## src/rtl/duo_word_tx.sv

```systemverilog
module duo_word_tx #(
  parameter int DIV      = 64,
  parameter int W        = 8,
  parameter int WIN_BITS = 8
) (
  input  logic         clk,
  input  logic         rst_n,
  input  logic         arm_i,
  input  logic         send_i,
  input  logic [W-1:0] id_i,
  input  logic [W-1:0] stat_i,
  output logic         line_o
);
  localparam int CW   = $clog2(DIV);
  localparam int HALF = DIV / 2;
  localparam int FW   = W + 3;
  localparam int LAST = 2 * FW - 1;
  localparam int BW   = $clog2(2 * FW);
  localparam int WW   = $clog2(WIN_BITS + 1);

  logic [CW-1:0] cnt;
  logic [WW-1:0] win;
  logic [BW-1:0] bi;
  logic [FW-1:0] sh;
  logic send_q, armed, pend, late, busy;

  wire tick = (cnt == CW'(DIV - 1));
  wire rise = send_i & ~send_q;
  wire take = rise & armed & ~busy & ~pend;
  wire go   = tick & pend & ~late;

  assign line_o = busy & ~sh[0];

  always_ff @(posedge clk or negedge rst_n)
    if (!rst_n) begin
      cnt    <= '0;
      send_q <= 1'b0;
    end else begin
      cnt    <= tick ? '0 : cnt + 1'b1;
      send_q <= send_i;
    end

  always_ff @(posedge clk or negedge rst_n)
    if (!rst_n) begin
      armed <= 1'b0;
      win   <= '0;
    end else if (take) begin
      armed <= 1'b0;
    end else if (arm_i) begin
      armed <= 1'b1;
      win   <= '0;
    end else if (armed && tick) begin
      if (win == WW'(WIN_BITS - 1)) armed <= 1'b0;
      else                          win   <= win + 1'b1;
    end

  always_ff @(posedge clk or negedge rst_n)
    if (!rst_n) begin
      pend <= 1'b0;
      late <= 1'b0;
    end else if (take) begin
      pend <= 1'b1;
      late <= (cnt >= CW'(HALF)) && !tick;
    end else if (tick && pend) begin
      if (late) late <= 1'b0;
      else      pend <= 1'b0;
    end

  always_ff @(posedge clk or negedge rst_n)
    if (!rst_n) begin
      busy <= 1'b0;
      bi   <= '0;
      sh   <= '0;
    end else if (go) begin
      busy <= 1'b1;
      bi   <= '0;
      sh   <= {1'b1, ^id_i, id_i, 1'b0};
    end else if (busy && tick) begin
      bi <= bi + 1'b1;
      if (bi == BW'(LAST))          busy <= 1'b0;
      else if (bi == BW'(FW - 1))   sh   <= {{(FW-1){1'b1}}, 1'b0};
      else if (bi == BW'(FW))       sh   <= {1'b1, 1'b1, ^stat_i, stat_i};
      else                          sh   <= sh >> 1;
    end

  AST_RESET_IDLE: assert property (@(posedge clk) disable iff (!rst_n)
    !busy |-> !line_o);
  AST_ARM_BOUNDED: assert property (@(posedge clk) disable iff (!rst_n)
    armed |-> win < WW'(WIN_BITS));
  AST_START_ON_BOUNDARY: assert property (@(posedge clk) disable iff (!rst_n)
    $rose(busy) |-> $past(tick) && line_o);
  AST_BIT_HOLD: assert property (@(posedge clk) disable iff (!rst_n)
    (busy && !tick) |=> $stable(line_o));
  AST_NO_EARLY_END: assert property (@(posedge clk) disable iff (!rst_n)
    (busy && bi != BW'(LAST)) |=> busy);
  AST_ARM_SPENT: assert property (@(posedge clk) disable iff (!rst_n)
    $rose(pend) |-> !armed);
endmodule

```

## config.mk

```make
export PLATFORM = sky130hd
export DESIGN_NAME = duo_word_tx
export DESIGN_NICKNAME = d
export VERILOG_FILES = /design/src/rtl/duo_word_tx.sv
export SDC_FILE = /design/constraint.sdc
export NUM_CORES = 1
export LEC_CHECK = 0
export BUFFER_PORTS_ARGS = -buffer_cell sky130_fd_sc_hd__buf_2
export CAP_MARGIN = 5
export CORE_UTILIZATION = 61
export DETAILED_ROUTE_END_ITERATION = 7
export PLACE_DENSITY = 0.95
export SYNTH_ARGS = -nofsm -noshare
export SYNTH_HDL_FRONTEND = slang
export SYNTH_SLANG_ARGS = --single-unit
```

## constraint.sdc

```tcl
create_clock -name clk -period 3.3 [get_ports clk]
set_clock_uncertainty 0.1 [all_clocks]
set_input_delay 0.165 -clock clk [delete_from_list [all_inputs] [get_ports clk]]
set_output_delay 0.165 -clock clk [all_outputs]
set_load 0.02 [all_outputs]
```

# Word level (Yosys, flattened, before mapping)
# Cells that the tools add are included.
classes:
  add_sub_neg: 3
  order_cmp: 1
  n_eq_ne: 8
  n_mux: 23
  bitwise_logic: 13
  n_reduce_logical: 18
op_table:
  columns: ["cell", "n"]
  rows:
  - ["11-bit two-way mux", 5]
  - ["8-bit XOR reduction", 2]
  - ["1-bit two-way mux", 12]
  - ["4-bit two-way mux", 3]
  - ["5-bit by 4-bit == test with 1-bit output (second input constant)", 2]
  - ["5-bit two-way mux", 2]
  - ["2-bit AND reduction", 4]
  - ["2-bit nonzero test", 4]
  - ["1-bit bitwise AND", 7]
  - ["6-bit by 1-bit adder with 6-bit output (second input constant)", 1]
  - ["6-bit == test (second input constant)", 1]
  - ["6-bit >= comparator (second input constant)", 1]
  - ["6-bit two-way mux", 1]
  - ["1-bit NOT", 6]
  - ["3-bit nonzero test", 2]
  - ["5-bit by 1-bit adder with 5-bit output (second input constant)", 1]
  - ["5-bit == test (second input constant)", 1]
  - ["4-bit by 1-bit adder with 4-bit output (second input constant)", 1]
  - ["4-bit by 3-bit == test with 1-bit output (second input constant)", 1]
  - ["1-bit logical AND", 4]
  - ["2-bit inequality test (second input constant)", 2]
  - ["3-bit AND reduction", 1]
  - ["2-bit by 1-bit inequality test with 1-bit output (second input constant)", 1]
  - ["1-bit logical NOT", 1]
word_totals:
  register_bits: 31
  inputBits: 20
  output_inout_bits: 1
  wordCells: 75

# Depth between registers and ports, before layout
# Gate-level depths: netlist (run 1).
logic_depth:
  depth_word: 7
  depth_mapped: 8
  ltp_nobuf: 7

# Worst setup path after synthesis (run 1)
# OpenSTA, ideal clock, no wires.
synth_path:
  kind: "register -> register"
  from: "register bi[0]"
  to: "register sh[0]"
  setup_time_ns: 0.121
  arrival_ns: 1.552
  required_time_ns: 3.079
  path_slack_ns: 1.528
  path_stages_with_launch: 7
  path_buffers: 0
  period_less_slack_ns: 1.772
  path_cell_list: "dfrtp_1 > ha_1 > and2_0 > nand2_1 > mux2_2 > nand2_1 > o21ai_1"
synth_between:
  elab_chain_cells: 6
  elab_cells_between_ends: 10
  classes_between: "eq/ne (4); mux (5); reduce/logical (1)"
synth_lines:
  columns: ["item", "line", "text"]
  rows:
  - ["start, declared", "23", "logic [BW-1:0] bi;"]
  - ["start signal, assigned", "79", "bi <= bi + 1'b1;"]
  - ["5-bit by 4-bit == test with 1-bit output", "82", "else if (bi == BW'(FW)) sh <= {1'b1, 1'b1, ^stat_i, stat_i};"]
  - ["11-bit two-way mux", "82", null]
  - ["11-bit two-way mux", "81", "else if (bi == BW'(FW - 1)) sh <= {{(FW-1){1'b1}}, 1'b0};"]
  - ["11-bit two-way mux", "80", "if (bi == BW'(LAST)) busy <= 1'b0;"]
  - ["11-bit two-way mux", "78", "end else if (busy && tick) begin"]
  - ["11-bit two-way mux", "74", "end else if (go) begin"]
  - ["end signal, assigned", "81", null]
  - ["end signal, assigned", "82", null]
  - ["end signal, assigned", "83", "else sh <= sh >> 1;"]
  - ["end, declared", "24", "logic [FW-1:0] sh;"]
# Several ways; a longest one is shown, not always the timed one. The select of a mux whose other input is x is not followed.
# A chain may end at the register's enable or synchronous reset.

# Worst setup path after layout (run 1)
layout_path:
  from: "register cnt[0]"
  to: "register sh[2]"
layout_between:
  elab_chain_cells: 5
  elab_cells_between_ends: 8
  classes_between: "eq/ne (2); mux (1); bitwise (2); reduce/logical (3)"
layout_lines:
  columns: ["item", "line", "text"]
  rows:
  - ["start, declared", "21", "logic [CW-1:0] cnt;"]
  - ["start signal, assigned", "39", "cnt <= tick ? '0 : cnt + 1'b1;"]
  - ["6-bit == test (*)", "27", "wire tick = (cnt == CW'(DIV - 1));"]
  - ["1-bit bitwise AND (2 in series)", "30", "wire go = tick & pend & ~late;"]
  - ["2-bit inequality test (no line) / 2-bit nonzero test (equally long branches)", null, null]
  - ["2-bit AND reduction (no line)", null, null]
  - ["end signal, assigned", "77", "sh <= {1'b1, ^id_i, id_i, 1'b0};"]
  - ["end signal, assigned", "81", null]
  - ["end signal, assigned", "82", null]
# Mark *: on every way between the ends. The rest lies on a longest branch, timed or not.

==> results of run 1 <==
-- state kept, by name (all words and copies together), names as in the netlist --
| register | count |
|---|---|
| sh | 11 |
| cnt | 6 |
| bi | 5 |
| win | 4 |
| armed | 1 |
| busy | 1 |
| late | 1 |
| pend | 1 |
| send_q | 1 |
-- critical path, cell delays in order, from the launching register on --
cell     delay, ns
dfrtp_1       0.41
ha_1          0.33
nand3_4       0.19
a21oi_1       0.68
o22ai_1       0.21
a21oi_1       0.18
-- per-layer routing --
metal  share of wire  wire (microns)
met2            0.50            1652
met1            0.44            1474
met4           0.013              43
met3           0.044             145
met5               0               0
-- per-stage QoR --
stage	total power, mW	cells	util	setup slack [ns]
after CTS	0.7046	225	0.7522	1.130
after global routing	0.7339	225	0.7522	0.9604
after floorplan	0.4243	167	-	1.528
after detailed placement	0.4528	214	0.7134	1.154
final	0.7005	225	0.7522	1.128
after global placement	0.4512	214	0.7134	1.300
-- final timing paths --
kind	startpoint	end	slack [ns]
max	cnt[0]	sh[2]	1.13
min	stat_i[7]	sh[7]	0.06
max reg2reg	cnt[0]	sh[2]	1.13
min reg2reg	cnt[4]	cnt[4]	0.41
max in group asynchronous	rst_n	cnt[0]	2.35
min in group asynchronous	rst_n	sh[3]	0.31
-- kinds of logic (layout without fill, tap and decap cells) --
| group | count (synthesis) | in the layout |
|---|---|---|
| xor+xnor | 22 | 22 |
| compound gates | 38 | 38 |
| buf+inv | 11 | 39 |
| fa+ha+maj | 6 | 6 |
| flops | 31 | 31 |
| simple gates | 48 | 48 |
| mux | 11 | 11 |
-- Yosys cell counts, drive strengths merged --
| cell type | instances |
|---|---|
| nand3b | 1 |
| a21oi | 14 |
| or2b | 1 |
| buf | 3 |
| dfrtp | 31 |
| and3 | 3 |
| mux2 | 1 |
| nand3 | 6 |
| mux2i | 10 |
| a311oi | 1 |
| o21ai | 8 |
| nor4 | 1 |
| nand4b | 1 |
| and2 | 2 |
| nor2 | 14 |
| nor3 | 3 |
| nor2b | 2 |
| ha | 6 |
| o22ai | 10 |
| inv | 8 |
| nand2 | 11 |
| a31oi | 2 |
| nand4 | 3 |
| o32ai | 1 |
| xor2 | 8 |
| xnor2 | 14 |
| o41ai | 2 |
-- cell type report --
type | count | area, sq um
clock buffer | 8 | 68.82
multi-input combinational | 125 | 872.1
inverter | 8 | 30.03
tap | 30 | 37.54
fill | 166 | 630.6
timing repair buffer | 23 | 130.1
sequential | 31 | 775.7
-- report_power, final --
| part | internal [mW] | switching, mW |
|---|---|---|
| clock | 0.125 | 0.127 |
| sequential | 0.381 | 0.00105 |
| combinational | 0.0320 | 0.0340 |
-- cell usage in the layout (no fill, tap or decap) --
master         netlist  routed
mux2_2               1       1
buf_2                3      20
o21ai_0              7       7
or2b_1               1       1
dfrtp_1             31      31
nor2b_1              2       2
nor4_4               1       1
xnor2_1             14      14
nand3b_1             1       1
and3_4               1       1
o41ai_1              2       2
nand4_1              3       3
dlygate4sd3_1        0       3
mux2i_1             10      10
xor2_1               8       8
a21oi_1             14      14
nor2_2               1       1
nor3_1               2       2
a31oi_1              2       2
nand3_1              5       5
and3_1               1       1
o32ai_1              1       1
clkbuf_1             0       1
nor3_2               1       1
o21ai_1              1       1
nor2_1              13      13
and3_2               1       1
nand3_4              1       1
nand2_1             11      11
nand4b_1             1       1
a311oi_1             1       1
o22ai_1             10      10
ha_1                 6       6
and2_1               1       1
inv_1                8       8
and2_0               1       1
clkbuf_8             0       2
clkbuf_4             0       5
==> run_results.csv, run 1 <==
group,metric,value,unit
sta,whs,0.05900,ns
run,cap_violations,0,
worst_hold_path,hold_path.class,"input pin to flip-flop",
synthesis,ys_seq_area_frac,0.4582,
sta,rsz0062_at_grt,"no",
cts,cts_sinks,31,
setup_path,start_kind,"flip-flop",
synthesis,ys_types,34,
cts,cts_max_level,2,
layout,antenna_cells,0,
global_route,grt_max_degree,32,
power_and_ir_drop,ir_drop,277.7,uV
route,post_drt_via_cell_ratio,5.907,
cts,cts_buffer_depth,2,
power_and_ir_drop,power.density,365.9,nW/um^2
die,dieHeight,54.68,microns
synthesis,synth-simple-area-share,0.1611,
synthesis,synth-compound-area-share,0.1301,
route,drt_iter0_markers,20,
place,place_hpwl,2.427,mm
synthesis,synth-xor-area-share,0.1138,
synthesis,synth_fp_nets,193,
route,drc,0,
synthesis,synth-seq-cells,31,
setup_path,crit_type,"flip-flop to flip-flop",
sta,tns,0,ns
global_route,antenna_found_initial,0,
die,die_w,54.68,microns
layout,area_growth,13.08,%
route,avgRoutedWirePerCell,14.74,microns
synthesis,syn_area,1693,sq um
setup_path,r2r.worst_path.cells,5,
sta,fin_crit_sh,0.6582,
die,core_area,2545,sq um
synthesis,synthCells,167,
place,port-buffer-count,20,
synthesis,synth_top_family_by_area,"simple AND/OR/NAND/NOR gates",
synthesis,synth.top_cell.area_share,0.4582,
sta,fmax,0.4604,GHz
sta,max_slew_margin,0.4498,
global_route,gr-usage-met3,0.08889,
cts,cts_buffers,5,
setup_path,cp_data_arrival_time,2.33,ns
route,drt_pass1_iterations,4,
global_route,use_met1,0.2903,
cts,cts_resized,0,
layout,nNetsFinal,220,
global_route,gr-max-usage-layer,"met2",
global_route,grt_pass1_wl,5.471,mm
synthesis,yosys-top-cells-area,"dfrtp_1 46%, xnor2_1 7.2%, mux2i_1 5.9%",
global_route,grt_pass1_vias,1339,
cts,clkSlewWorstSetupHoldPaths,0.09,ns
sta,setup_violations,0,
synthesis,synth.avg_cell_area,10.14,sq um
global_route,track_usage,0.2680,
cts,clk_latency,0.33,ns
layout,final_area,1914,sq um
route,drtAntennaViolNets,0,
die,initial_core_util,0.6652,
status,status,"complete, no violations",
sta,tightest_slew,0.8254,ns
sta,hold_viol_final,0,
die,rows,18,
synthesis,synthAdderAreaFrac,0.04435,
global_route,overflow,0,
cts,ctsHoldBuffers,3,
setup_path,end_kind,"flip-flop",
place,place_area,1815,sq um
layout,drive_above_1_share,0.1744,
die,die_area,2990,sq um
synthesis,yosys_warnings,0,
global_route,met2_usage,0.4679,
worst_hold_path,hold_depth,3,
route,finalWirelength,3.316,mm
place,gp_congestion,0.8012,
cts,cts_root_buf,"clkbuf_4",
cts,post-cts-setup-buffers,0,
sta,drv_slew,0,
sta,min_period,2.172,ns
setup_path,worst_ep_required_time,3.46,ns
synthesis,synth_area_leader_cell,"dfrtp_1",
setup_path,critPathMaxFanout,11,
route,vias,1329,
die,io_pins,21,
cts,tritoncts,"done",
power_and_ir_drop,leakagePower,0.9199,nW
synthesis,muxShareOfSynthArea,0.06578,
(Power assumes the default switching activity.)
==> inputs of run 2 (changes only) <==
--- a/config.mk
+++ b/config.mk
@@ -7,9 +7,9 @@
 export LEC_CHECK = 0
 export BUFFER_PORTS_ARGS = -buffer_cell sky130_fd_sc_hd__buf_2
 export CAP_MARGIN = 5
-export CORE_UTILIZATION = 61
+export CORE_UTILIZATION = 57
 export DETAILED_ROUTE_END_ITERATION = 7
-export PLACE_DENSITY = 0.95
+export PLACE_DENSITY = 0.91
 export SYNTH_ARGS = -nofsm -noshare
 export SYNTH_HDL_FRONTEND = slang
 export SYNTH_SLANG_ARGS = --single-unit
==> constraint.sdc (replaced) <==
create_clock -name clk -period 2.1 [get_ports clk]
set_clock_uncertainty 0.1 [all_clocks]
set_input_delay 0.105 -clock clk [delete_from_list [all_inputs] [get_ports clk]]
set_output_delay 0.105 -clock clk [all_outputs]
set_load 0.02 [all_outputs]
==> run 2 against run 1 <==
  * Total power is 57% higher
  * Combinational power is 65% higher
  * Design area is 2.3% higher
  * Global-route usage is 3.0 points lower
  * Die area is 6.7% higher
  * Critical path depth is 1 lower
  * Largest power group unchanged
  * Via count is 1.2% higher
  * Critical endpoint unchanged
==> run_results.csv, run 2 (synthesis gave the netlist of run 1 again) <==
group,metric,value,unit
status,status,"complete, no violations",
die,rows,19,
setup_path,reg2reg_setup_slack,0.16,ns
setup_path,r2r.worst_path.cells,4,
setup_path,worst_ep_required_time,2.17,ns
power_and_ir_drop,power.density,560.5,nW/um^2
setup_path,max_stage_delay,0.59,ns
die,core_area,2781,sq um
setup_path,crit_path_top_delay_cell,"nor4_4",
die,io_pins,21,
cts,cts_buffers,5,
place,place_hpwl,2.418,mm
layout,area_growth,15.67,%
route,avgRoutedWirePerCell,14.48,microns
cts,post-cts-setup-buffers,0,
place,place_area,1839,sq um
cts,cts_sinks,31,
setup_path,start_kind,"flip-flop",
cts,ctsHoldBuffers,5,
sta,setup_violations,0,
layout,largest_reg_flops,11,
route,vias,1345,
route,drtAntennaViolNets,0,
route,drt_iter0_markers,89,
layout,utilization,0.7040,
setup_path,cp_data_arrival_time,2.02,ns
setup_path,r2r_end,"sh[2]",
sta,fin_crit_sh,0.9243,
cts,cts_root_buf,"clkbuf_4",
place,port-buffer-count,20,
setup_path,crit_chain,"ha_1 -> nand3_4 -> nor4_4 -> a21oi_1",
global_route,track_usage,0.2377,
layout,antenna_cells,0,
global_route,grt_max_degree,32,
cts,cts_buffer_depth,2,
global_route,overflow,0,
die,dieHeight,56.50,microns
place,dp_cells,218,
cts,tritoncts,"done",
power_and_ir_drop,leakagePower,0.9427,nW
setup_path,timing.rr.start,"cnt[0]",
cts,cts_max_level,2,
sta,tns,0,ns
layout,drive_above_1_share,0.1850,
setup_path,critPathMaxFanout,10,
layout,nNetsFinal,225,
sta,hold_viol_final,0,
route,finalWirelength,3.346,mm
cts,clk_latency,0.32,ns
power_and_ir_drop,ir_drop,557.7,uV
setup_path,end_kind,"flip-flop",
cts,clkSlewWorstSetupHoldPaths,0.09,ns
die,initial_core_util,0.6086,
route,highest_layer,"met4",
setup_path,crit_type,"flip-flop to flip-flop",
sta,fmax,0.5152,GHz
cts,cts_resized,0,
sta,tightest_slew,0.6663,ns
global_route,antenna_found_initial,0,
worst_hold_path,hold_depth,3,
sta,max_slew_margin,0.5558,
route,post_drt_via_cell_ratio,5.823,
place,gp_congestion,0.8104,
layout,final_area,1958,sq um
die,die_area,3192,sq um
power_and_ir_drop,power.total,1.098,mW
sta,min_period,1.941,ns
route,drc,0,
route,drt_pass1_iterations,4,
worst_hold_path,min_delay_worst_endpoint,"sh[5]",
route,met3WireLength,130,microns
die,die_w,56.50,microns
run,cap_violations,0,
layout,final_cell_mix,"31 x dfrtp_1, 20 x buf_2, 14 x xnor2_1, 14 x a21oi_1, 13 x nor2_1",
global_route,grt_pass1_vias,1406,
sta,rsz0062_at_grt,"no",
worst_hold_path,hold_path.class,"input pin to flip-flop",
layout,layoutNonFillerInstCount,231,
layout,layout_commonest_cell,"dfrtp_1",
global_route,grt_pass1_wl,5.809,mm
layout,regMostFlops,"sh",
layout,reg_top3,"sh: 11 flops, cnt: 6 flops, bi: 5 flops",
route,met2_length,1.725,mm
layout,fillers,203,
sta,drv_slew,0,
worst_hold_path,min_from,"stat_i[5]",
route,met1_length,1.430,mm
-- run 2: cell types whose count changed in the layout (fill, tap and decap cells not counted), sizes merged --
cell / change
buf: +3
dlygate4sd3: +2
-- run 2: critical path, delay by kind of cell (launching register included) --
family,cells,cell delay (ns)
fa+ha+maj,1,0.33
simple gates,2,0.77
compound gates,1,0.17
flops,1,0.41
-- run 2: worst max-delay path by stage --
stage	startpoint	endpoint	slack (ns)
final	cnt[0]	sh[2]	0.16
after detailed placement	cnt[0]	sh[2]	0.20
after floorplan	bi[0]	sh[0]	0.33
after CTS	cnt[0]	sh[2]	0.18
after global routing	cnt[0]	sh[2]	0.02
after global placement	cnt[0]	sh[10]	0.27
-- run 2: metal layers --
layer | global-route usage | up-vias
li1 | - | 655
met1 | 0.2546 | 654
met3 | 0.06452 | 9
met2 | 0.4034 | 27
met4 | 0.1638 | 0
met5 | 0 | -
-- run 2: report_power, final --
group          leakage [nW]  switching, mW  internal, mW
sequential            0.401        0.00170         0.599
clock                0.0386          0.191         0.197
combinational         0.504         0.0548        0.0538
total                 0.943          0.248         0.850
-- run 2: stage by stage --
step | hold WS (ns) | setup slack (ns)
after floorplan | -0.2906 | 0.3277
after global placement | 0.07084 | 0.2745
after detailed placement | 0.08308 | 0.2000
after CTS | 0.004999 | 0.1780
after global routing | 0.009479 | 0.02202
final | 0.009234 | 0.1590
-- run 2: area by class of cell --
class | instances | area (sq um) | share of cell area
timing repair buffer | 28 | 172.7 | 0.08818
clock buffer | 8 | 68.82 | 0.03514
sequential | 31 | 775.7 | 0.3962
tap | 31 | 38.79 | 0.01981
inverter | 8 | 30.03 | 0.01534
multi-input combinational | 125 | 872.1 | 0.4454
